<file path="src/rtl/bfl_pkg.sv">
// Shared widths and the instruction layout for the float immediate loader.
// Assumes a 32-bit instruction word, numbered from bit 31 down to bit 0.
package bfl_pkg;
    localparam int OPC_W    = 6;
    localparam int REG_W    = 5;
    localparam int IMM_W    = 14;
    localparam int XO_W     = 6;
    localparam int BF_W     = 16;
    localparam int BF_EXP_W = 8;
    localparam int BF_MAN_W = 7;
    localparam int BF_BIAS  = 127;
    localparam int DP_W     = 64;
    localparam int DP_EXP_W = 11;
    localparam int DP_MAN_W = 52;
    localparam int DP_BIAS  = 1023;

    // Packed with the MSB first, so the field order follows the word from bit 31 downward.
    typedef struct packed {
        logic [OPC_W-1:0] major;
        logic [REG_W-1:0] frt;
        logic [IMM_W-1:0] imm;
        logic [XO_W-1:0]  xo;
        logic             lone;
    } insn_t;
endpackage

</file>
<file path="src/rtl/bfl_decode.sv">
// Splits the instruction word into its fields and checks the opcodes.
// Builds the bfloat16 pattern from the 14-bit field plus the lone bit,
// which is written into both low bits. Purely combinational.
module bfl_decode import bfl_pkg::*; #(
    parameter logic [OPC_W-1:0] MAJOR_OP = 6'd19,
    parameter logic [XO_W-1:0]  EXT_OP   = 6'd2
) (
    input  logic [31:0]      insn_i,
    output logic             match_o,
    output logic [REG_W-1:0] frt_o,
    output logic [BF_W-1:0]  bf_o
);
    insn_t w;

    // Field view of the raw word
    assign w       = insn_t'(insn_i);
    // Accept only the configured opcode pair
    assign match_o = (w.major == MAJOR_OP) && (w.xo == EXT_OP);
    assign frt_o   = w.frt;
    // Lone bit fills both low positions of the pattern
    assign bf_o    = {w.imm, w.lone, w.lone};
endmodule

</file>
<file path="src/rtl/bfl_widen.sv">
// Widens a bfloat16 pattern exactly to binary64. Subnormal inputs are
// normalised with a leading-one search. The exponent and fraction of
// NaNs and infinities are carried over as they are. Purely combinational.
module bfl_widen import bfl_pkg::*; (
    input  logic [BF_W-1:0] bf_i,
    output logic [DP_W-1:0] dp_o
);
    localparam int PW = $clog2(BF_MAN_W);
    localparam logic [DP_EXP_W-1:0] NORM_OFS = DP_EXP_W'(DP_BIAS - BF_BIAS);
    localparam logic [DP_EXP_W-1:0] SUB_BASE = DP_EXP_W'(DP_BIAS - (BF_BIAS - 1) - BF_MAN_W);

    logic                sgn;
    logic [BF_EXP_W-1:0] exp_in;
    logic [BF_MAN_W-1:0] man_in;
    logic [PW-1:0]       lead_pos;
    logic [PW:0]         shamt;
    logic [BF_MAN_W-1:0] sub_frac;
    logic [DP_EXP_W-1:0] exp_out;
    logic [BF_MAN_W-1:0] frac_out;

    assign {sgn, exp_in, man_in} = bf_i;

    // Position of the highest set fraction bit
    always_comb begin
        lead_pos = '0;
        for (int i = 0; i < BF_MAN_W; i++) begin
            if (man_in[i]) lead_pos = PW'(i);
        end
    end

    // Shift the leading one out of the top to get the normalised fraction
    assign shamt    = (PW+1)'(BF_MAN_W) - {1'b0, lead_pos};
    assign sub_frac = man_in << shamt;

    // Choose the exponent and fraction by input class
    always_comb begin
        if (exp_in == '1) begin
            exp_out  = '1;
            frac_out = man_in;
        end else if (exp_in == '0 && man_in == '0) begin
            exp_out  = '0;
            frac_out = '0;
        end else if (exp_in == '0) begin
            exp_out  = SUB_BASE + DP_EXP_W'(lead_pos);
            frac_out = sub_frac;
        end else begin
            exp_out  = DP_EXP_W'(exp_in) + NORM_OFS;
            frac_out = man_in;
        end
    end

    assign dp_o = {sgn, exp_out, frac_out, {(DP_MAN_W-BF_MAN_W){1'b0}}};
endmodule

</file>
<file path="src/rtl/bfl_seq.sv">
// Write sequencer. An accepted start makes one write in scalar mode,
// or a run of writes to consecutive indices in vector mode. The caller
// must gate start_i with busy_o. The index wraps modulo NREG, which
// must be a power of two.
module bfl_seq import bfl_pkg::*; #(
    parameter int NREG = 32,
    localparam int IW  = $clog2(NREG),
    localparam int VLW = $clog2(NREG) + 1
) (
    input  logic            clk,
    input  logic            rst_n,
    input  logic            start_i,
    input  logic            vec_i,
    input  logic [VLW-1:0]  vlen_i,
    input  logic [IW-1:0]   idx_i,
    input  logic [DP_W-1:0] data_i,
    output logic            wr_en_o,
    output logic [IW-1:0]   wr_idx_o,
    output logic [DP_W-1:0] wr_data_o,
    output logic            busy_o
);
    logic [VLW-1:0]  rem_q;
    logic [VLW-1:0]  vl_eff;
    logic            en_q;
    logic [IW-1:0]   idx_q;
    logic [DP_W-1:0] data_q;

    // Clamp the requested length to the register count
    assign vl_eff = (int'(vlen_i) > NREG) ? VLW'(NREG) : vlen_i;

    // Launch a write or step through a vector run
    always_ff @(posedge clk) begin
        if (!rst_n) begin
            en_q   <= 1'b0;
            rem_q  <= '0;
            idx_q  <= '0;
            data_q <= '0;
        end else if (start_i) begin
            if (vec_i && vl_eff == '0) begin
                en_q  <= 1'b0;
                rem_q <= '0;
            end else begin
                en_q   <= 1'b1;
                idx_q  <= idx_i;
                data_q <= data_i;
                rem_q  <= vec_i ? vl_eff - 1'b1 : '0;
            end
        end else if (rem_q != '0) begin
            en_q  <= 1'b1;
            idx_q <= idx_q + 1'b1;
            rem_q <= rem_q - 1'b1;
        end else begin
            en_q <= 1'b0;
        end
    end

    assign wr_en_o   = en_q;
    assign wr_idx_o  = idx_q;
    assign wr_data_o = data_q;
    assign busy_o    = (rem_q != '0);
endmodule

</file>
<file path="src/rtl/bfl_loader.sv">
// Top level of the float immediate loader: decode, widen, then sequence
// the writes. Issues are accepted only when the opcodes match and no
// vector run is in progress.
module bfl_loader import bfl_pkg::*; #(
    parameter int               NREG     = 32,
    parameter logic [OPC_W-1:0] MAJOR_OP = 6'd19,
    parameter logic [XO_W-1:0]  EXT_OP   = 6'd2,
    localparam int IW  = $clog2(NREG),
    localparam int VLW = $clog2(NREG) + 1
) (
    input  logic            clk,
    input  logic            rst_n,
    input  logic            issue_i,
    input  logic [31:0]     insn_i,
    input  logic            vec_mode_i,
    input  logic [VLW-1:0]  vlen_i,
    output logic            wr_en_o,
    output logic [IW-1:0]   wr_idx_o,
    output logic [DP_W-1:0] wr_data_o,
    output logic            busy_o
);
    logic             match;
    logic [REG_W-1:0] frt;
    logic [BF_W-1:0]  bf;
    logic [DP_W-1:0]  dp;
    logic             start;

    bfl_decode #(.MAJOR_OP(MAJOR_OP), .EXT_OP(EXT_OP)) u_dec (
        .insn_i(insn_i), .match_o(match), .frt_o(frt), .bf_o(bf)
    );

    bfl_widen u_wid (.bf_i(bf), .dp_o(dp));

    // Accept an issue only when idle and the opcodes match
    assign start = issue_i && match && !busy_o;

    bfl_seq #(.NREG(NREG)) u_seq (
        .clk(clk), .rst_n(rst_n), .start_i(start), .vec_i(vec_mode_i),
        .vlen_i(vlen_i), .idx_i(frt[IW-1:0]), .data_i(dp),
        .wr_en_o(wr_en_o), .wr_idx_o(wr_idx_o), .wr_data_o(wr_data_o),
        .busy_o(busy_o)
    );
endmodule

</file>
<file path="config.mk">
export PLATFORM = sky130hd
export DESIGN_NAME = bfl_loader
export DESIGN_NICKNAME = d
export VERILOG_FILES = /design/src/rtl/bfl_pkg.sv /design/src/rtl/bfl_decode.sv /design/src/rtl/bfl_widen.sv /design/src/rtl/bfl_seq.sv /design/src/rtl/bfl_loader.sv
export SDC_FILE = /design/constraint.sdc
export NUM_CORES = 1
export LEC_CHECK = 0
export BUFFER_PORTS_ARGS = -buffer_cell sky130_fd_sc_hd__buf_2
export CAP_MARGIN = 20
export CORE_ASPECT_RATIO = 0.6
export CORE_MARGIN = 3
export CORE_UTILIZATION = 46
export CTS_CLUSTER_DIAMETER = 120
export DETAILED_ROUTE_END_ITERATION = 8
export PLACE_DENSITY = 0.86
export SYNTH_ARGS = -nofsm -noshare
export SYNTH_HDL_FRONTEND = slang
export SYNTH_SLANG_ARGS = --single-unit
</file>
<file path="constraint.sdc">
create_clock -name clk -period 1.95 [get_ports clk]
set_input_delay 0 -clock clk [delete_from_list [all_inputs] [get_ports clk]]
set_output_delay 0 -clock clk [all_outputs]
set_load 0.01 [all_outputs]
</file>
=== After elaboration in Yosys (flattened, before gate mapping) ===
Cells that the tools add are included.

* Bits in registers: 31
* Word-level logic and storage cells: 53

* $add $sub $neg: 6
* Equal/unequal tests: 4
* Order comparisons: 1
* Mux-type cells: 23
* Reductions and logical operators: 13
* Bitwise operators: 1
* Shift-type cells: 1

{| class="wikitable"
|+ Operators with widths
! cell !! number
|-
| $mux W11 || 3
|-
| $mux W6 || 5
|-
| $mux W7 || 3
|-
| $mux W5 || 3
|-
| $sub A6 B1 Y6 const B || 2
|-
| $add A10 B3 Y11 const A || 1
|-
| $add A8 B10 Y11 const B || 1
|-
| $mux W3 || 3
|-
| $eq A8 B8 Y1 const B || 1
|-
| $logic_not A8 Y1 || 1
|-
| $logic_not A7 Y1 || 1
|-
| $shl A7 B4 Y7 || 1
|-
| $eq A6 B2 Y1 const B || 1
|-
| $eq A6 B5 Y1 const B || 1
|-
| $gt A6 B6 Y1 const B || 1
|-
| $logic_not A6 Y1 || 1
|-
| $reduce_bool A6 Y1 || 1
|-
| $add A5 B1 Y5 const B || 1
|-
| $logic_and A1 B1 Y1 || 5
|-
| $mux W1 || 4
|-
| $mux W2 || 2
|-
| $reduce_and A2 Y1 || 2
|-
| $sub A3 B3 Y4 const A || 1
|-
| $ne A2 B2 Y1 const B || 1
|-
| 3 further kinds || 3
|}

=== Logic depth before layout (Yosys ltp) ===
* Word-level depth: 11
* Depth in mapped cells: 9
* Depth with buffers taken out: 7

=== Modules after synthesis ===
A second synthesis with hierarchy kept.

* Cells, all modules: 529
* Area, all modules: 4195.3 µm²

{| class="wikitable"
|+ Modules (own cells, without submodules)
! module !! instances !! cells each !! seq. area each (µm²) !! area each (µm²)
|-
| bfl_seq || 1 || 382 || 1521.5 || 3140.5
|-
| bfl_widen || 1 || 121 || 0.0 || 852.1
|-
| bfl_decode || 1 || 25 || 0.0 || 193.9
|-
| bfl_loader || 1 || 1 || 0.0 || 8.8
|}

=== Worst setup path before layout ===
OpenSTA, ideal clock, no wires.

* Path kind: register -> register
* From: register u_seq.rem_q[0]
* To: register u_seq.data_q[62] (netlist: u_seq.wr_data_o[62])
* Path buffers: 2
* Cell stages (with the launch flop): 10
* Clock period less this slack: 1.743 ns
* Arrival: 1.615 ns
* Setup slack: 0.207 ns
* Cells stage by stage: dfxtp_1 > inv_1 > ha_1 > and3b_1 > buf_6 > inv_4 > nor3_4 > buf_6 > mux2i_1 > nor2_1

* Longest elaborated chain between the ends: 4

{| class="wikitable"
|+ RTL lines
! element !! line !! source
|-
| start: declaration || bfl_seq.sv:22 || <nowiki>logic [VLW-1:0] rem_q;</nowiki>
|-
| start signal: assignment || bfl_seq.sv:46 || <nowiki>rem_q <= vec_i ? vl_eff - 1'b1 : '0;</nowiki>
|-
| start signal: assignment || bfl_seq.sv:51 || <nowiki>rem_q <= rem_q - 1'b1;</nowiki>
|-
| $reduce_bool A6 Y1 || bfl_seq.sv:60 || <nowiki>assign busy_o = (rem_q != '0);</nowiki>
|-
| via busy_o || bfl_loader.sv:20 || <nowiki>output logic busy_o</nowiki>
|-
| $logic_not A1 Y1 || bfl_loader.sv:35 || <nowiki>assign start = issue_i && match && !busy_o;</nowiki>
|-
| $logic_and A1 B1 Y1 || bfl_loader.sv:35 ||
|-
| $reduce_and A2 Y1 (no line) || - ||
|-
| end signal: assignment || bfl_seq.sv:45 || <nowiki>data_q <= data_i;</nowiki>
|-
| end: declaration || bfl_seq.sv:26 || <nowiki>logic [DP_W-1:0] data_q;</nowiki>
|}

The timed path passes the listed nets, and every way through them passes these cells.
A chain may end at the register's enable or synchronous reset.

=== Final worst setup path ===
* From: register u_seq.rem_q[0]
* To: register u_seq.data_q[57] (netlist: u_seq.wr_data_o[57])

* Longest elaborated chain between the ends: 4

{| class="wikitable"
|+ RTL lines
! element !! line
|-
| $reduce_bool A6 Y1 || bfl_seq.sv:60
|-
| $logic_not A1 Y1 || bfl_loader.sv:35
|-
| $logic_and A1 B1 Y1 || bfl_loader.sv:35
|-
| $reduce_and A2 Y1 (no line) || -
|}

Every way passes these cells.

==> flow_summary_export.csv <==
group,metric,value,unit
status,status,"finished, final reports clean",
sta,fin_ws,95.2,ps
setup_path,start_kind,"flip-flop",
sta,setup_tns,0,ps
yosys,synth.avg_cell_area,8.09,sq um
sta,min_period,1850,ps
yosys,async_flop_share,0,
place,dp_hpwl,4.28,mm
place,port_buffers,67,
yosys,synthesis.area,0.00214,sq mm
yosys,synth-main-ff-cell,"dfxtp_1",
clock_network,clkTransAtPathRegs,70,ps
yosys,yosysWarningCount,0,
setup_path,worstPathArrival,2030,ps
clock_network,root_buffer,"clkbuf_8",
yosys,synth_fa_ha_area_frac,0.0292,
die,core-area,0.00430,sq mm
setup_path,worstPathRequired,2130,ps
detailed_routing,wl_per_cell,13.7,um
global_routing,grt_start_max_net_pins,18,
place,dpl-instance-area,0.00238,sq mm
yosys,ys_types,53,
yosys,synth-edff-count,0,
power_and_ir_drop,p_per_area,819,mW/mm^2
detailed_routing,firstDrtPassIters,4,
sta,hold-worst-slack,9.29,ps
final_layout,final_layout_size_suffix_gt1_frac,0.296,
clock_network,cts.sinks,30,
detailed_routing,routed_wl,5.50,mm
sta,slew_viol_final,0,
sta,fmax,539,MHz
power_and_ir_drop,peakVddDrop,0.602,mV
final_layout,layout.cells.non_filler,401,
final_layout,post-route-util,0.587,
sta,rsz0062_at_grt,"no",
sta,setup_violations,0,
die,die_height,58.9,um
yosys,synth_seq_area_share,0.280,
die,rows,18,
detailed_routing,ant_nets,0,
yosys,yosys.area_share.simple,0.221,
global_routing,overflow,0,
global_routing,grt_pass1_wl,8.49,mm
die,dieArea,0.00554,sq mm
detailed_routing,viasPerCell,5.14,
final_layout,insertedDiodeCount,0,
clock_network,cts_max_level,2,
final_layout,design_area,0.00252,sq mm
yosys,synthMuxAreaShare,0.0239,
sta,post-route-period-util,0.951,
clock_network,insertion_delay,290,ps
final_layout,syn2layout_area_growth,17.7,%
setup_path,cp_max_fo,9,
global_routing,grt_pass1_vias,1902,
place,gp_congestion,0.907,
min_path,hold_class,"input port to flip-flop",
detailed_routing,route.detailed.drc,0,
place,dpl_worst_slack,119,ps
sta,clock_skew,8.63,ps
clock_network,cts_tree,"yes",
detailed_routing,vias,2061,
die,die_x,94.2,um
yosys,synth_seq_cells,30,
place,dp_cells,388,
yosys,syn_inst,265,
sta,hold_viol,0,
global_routing,antenna_found_initial,0,
power_and_ir_drop,finalPower,2.07,mW
final_layout,final_nets,387,
global_routing,track_usage,0.192,
clock_network,cts_buffer_depth,2,
die,start_util,0.499,
die,ios,113,
power_and_ir_drop,p_leak,1.18,nW
setup_path,critPathCaptureType,"flip-flop",
detailed_routing,drt-initial-drc-count,146,
clock_network,cts_buffers,5,
flow_run,cap_viol_max_count,0,
setup_path,worstSetupPathType,"flip-flop to flip-flop",
yosys,synth_compound_area_frac,0.213,
yosys,synth_top_family_by_area,"simple AND/OR/NAND/NOR gates",
yosys,yosys.area_share.xor_xnor,0.0204,
clock_network,cts_setup_buffers,0,
-- state kept, by name (all words and copies together), names as in the netlist --
name             flops
u_seq.rem_q          6
u_seq.wr_data_o     18
u_seq.wr_en_o        1
u_seq.wr_idx_o       5
-- worst paths after layout --
path                              end  slack (ps)                start  depth (start not counted)
setup / recovery  u_seq.wr_data_o[57]         100       u_seq.rem_q[0]                          8
hold / removal      u_seq.wr_idx_o[1]           9           insn_i[22]                          3
setup reg to reg  u_seq.wr_data_o[57]         100       u_seq.rem_q[0]                          8
hold reg to reg   u_seq.wr_data_o[51]         490  u_seq.wr_data_o[51]                          2
-- metal layers --
| metal | vias to the layer above | global-route usage | share of wire |
|---|---|---|---|
| met3 | 9 | 0.0613 | 0.098 |
| met5 | - | 0 | 0 |
| li1 | 1015 | - | - |
| met1 | 943 | 0.256 | 0.44 |
| met4 | 0 | 0.0658 | 0.010 |
| met2 | 94 | 0.296 | 0.45 |
-- placed cells by master (no fill, tap or decap), drive strengths merged, types with 3 or more instances in the layout --
master / instances
dlygate4sd3: 5
nand2b: 6
a21oi: 20
and3: 4
o22ai: 6
nor3: 9
nand2: 17
dfxtp: 30
nor3b: 4
conb: 45
buf: 77
xnor2: 3
o21ai: 15
ha: 5
inv: 8
clkbuf: 6
mux2i: 4
nor2: 19
a31oi: 4
nor4: 5
a211oi: 6
o32ai: 3
nand4: 3
o221a: 3
nand3: 8
-- cells in the mapped netlist (all sizes together) (3+ instances only) --
cell type,instances,area (sq um)
clkbuf,7,27.5
o32ai,3,26.3
nand4,3,18.8
o221a,3,33.8
dfxtp,30,601
buf,51,389
nor4,5,37.5
a21oi,20,100
inv,8,32.5
nand3,8,40.0
mux2i,4,40.0
o22ai,6,37.5
nor2,19,71.3
xnor2,3,26.3
a211oi,6,55.1
and3,4,26.3
nor3,9,72.6
ha,5,62.6
nand2,17,63.8
a31oi,4,25.0
nand2b,6,37.5
nor3b,4,30.0
o21ai,15,75.1
-- worst max-delay path: stages, from the launching register on --
cell and delay, ps:
dfxtp_1 330, inv_1 100, ha_1 210, and3b_1 240
inv_4 60, buf_4 170, nor3_4 210, o21ai_1 150
o221a_2 270
-- final cells by class --
cell class | instances | area, sq um
fill | 414 | 1780
multi-input combinational | 212 | 1260
sequential | 30 | 601
timing repair buffer | 82 | 460
clock buffer | 6 | 82.6
tap | 60 | 75.1
inverter | 9 | 36.3
clock inverter | 2 | 12.5
-- what timing repair did --
| item | CTS | global route |
|---|---|---|
| endpoints found under the hold margin | 5 | 0 |
| gates resized for setup | 0 | 0 |
| hold buffers | 5 | 0 |
| endpoints found under the setup margin | 0 | 3 |
-- logic make-up (layout without fill, tap and decap cells) --
family	Yosys count	in the layout
simple gates	83	83
buf+inv	67	99
other cells	1	45
xor+xnor	5	5
compound gates	69	69
flops	30	30
mux	5	5
fa+ha+maj	5	5
-- where the power goes --
| part | switching, mW | leakage, nW | total (mW) | internal, mW |
|---|---|---|---|---|
| sequential | 0.0685 | 0.244 | 0.758 | 0.689 |
| combinational | 0.463 | 0.890 | 0.774 | 0.311 |
| clock | 0.252 | 0.0472 | 0.536 | 0.283 |
| total | 0.783 | 1.18 | 2.07 | 1.28 |
(Power assumes the default switching activity.)
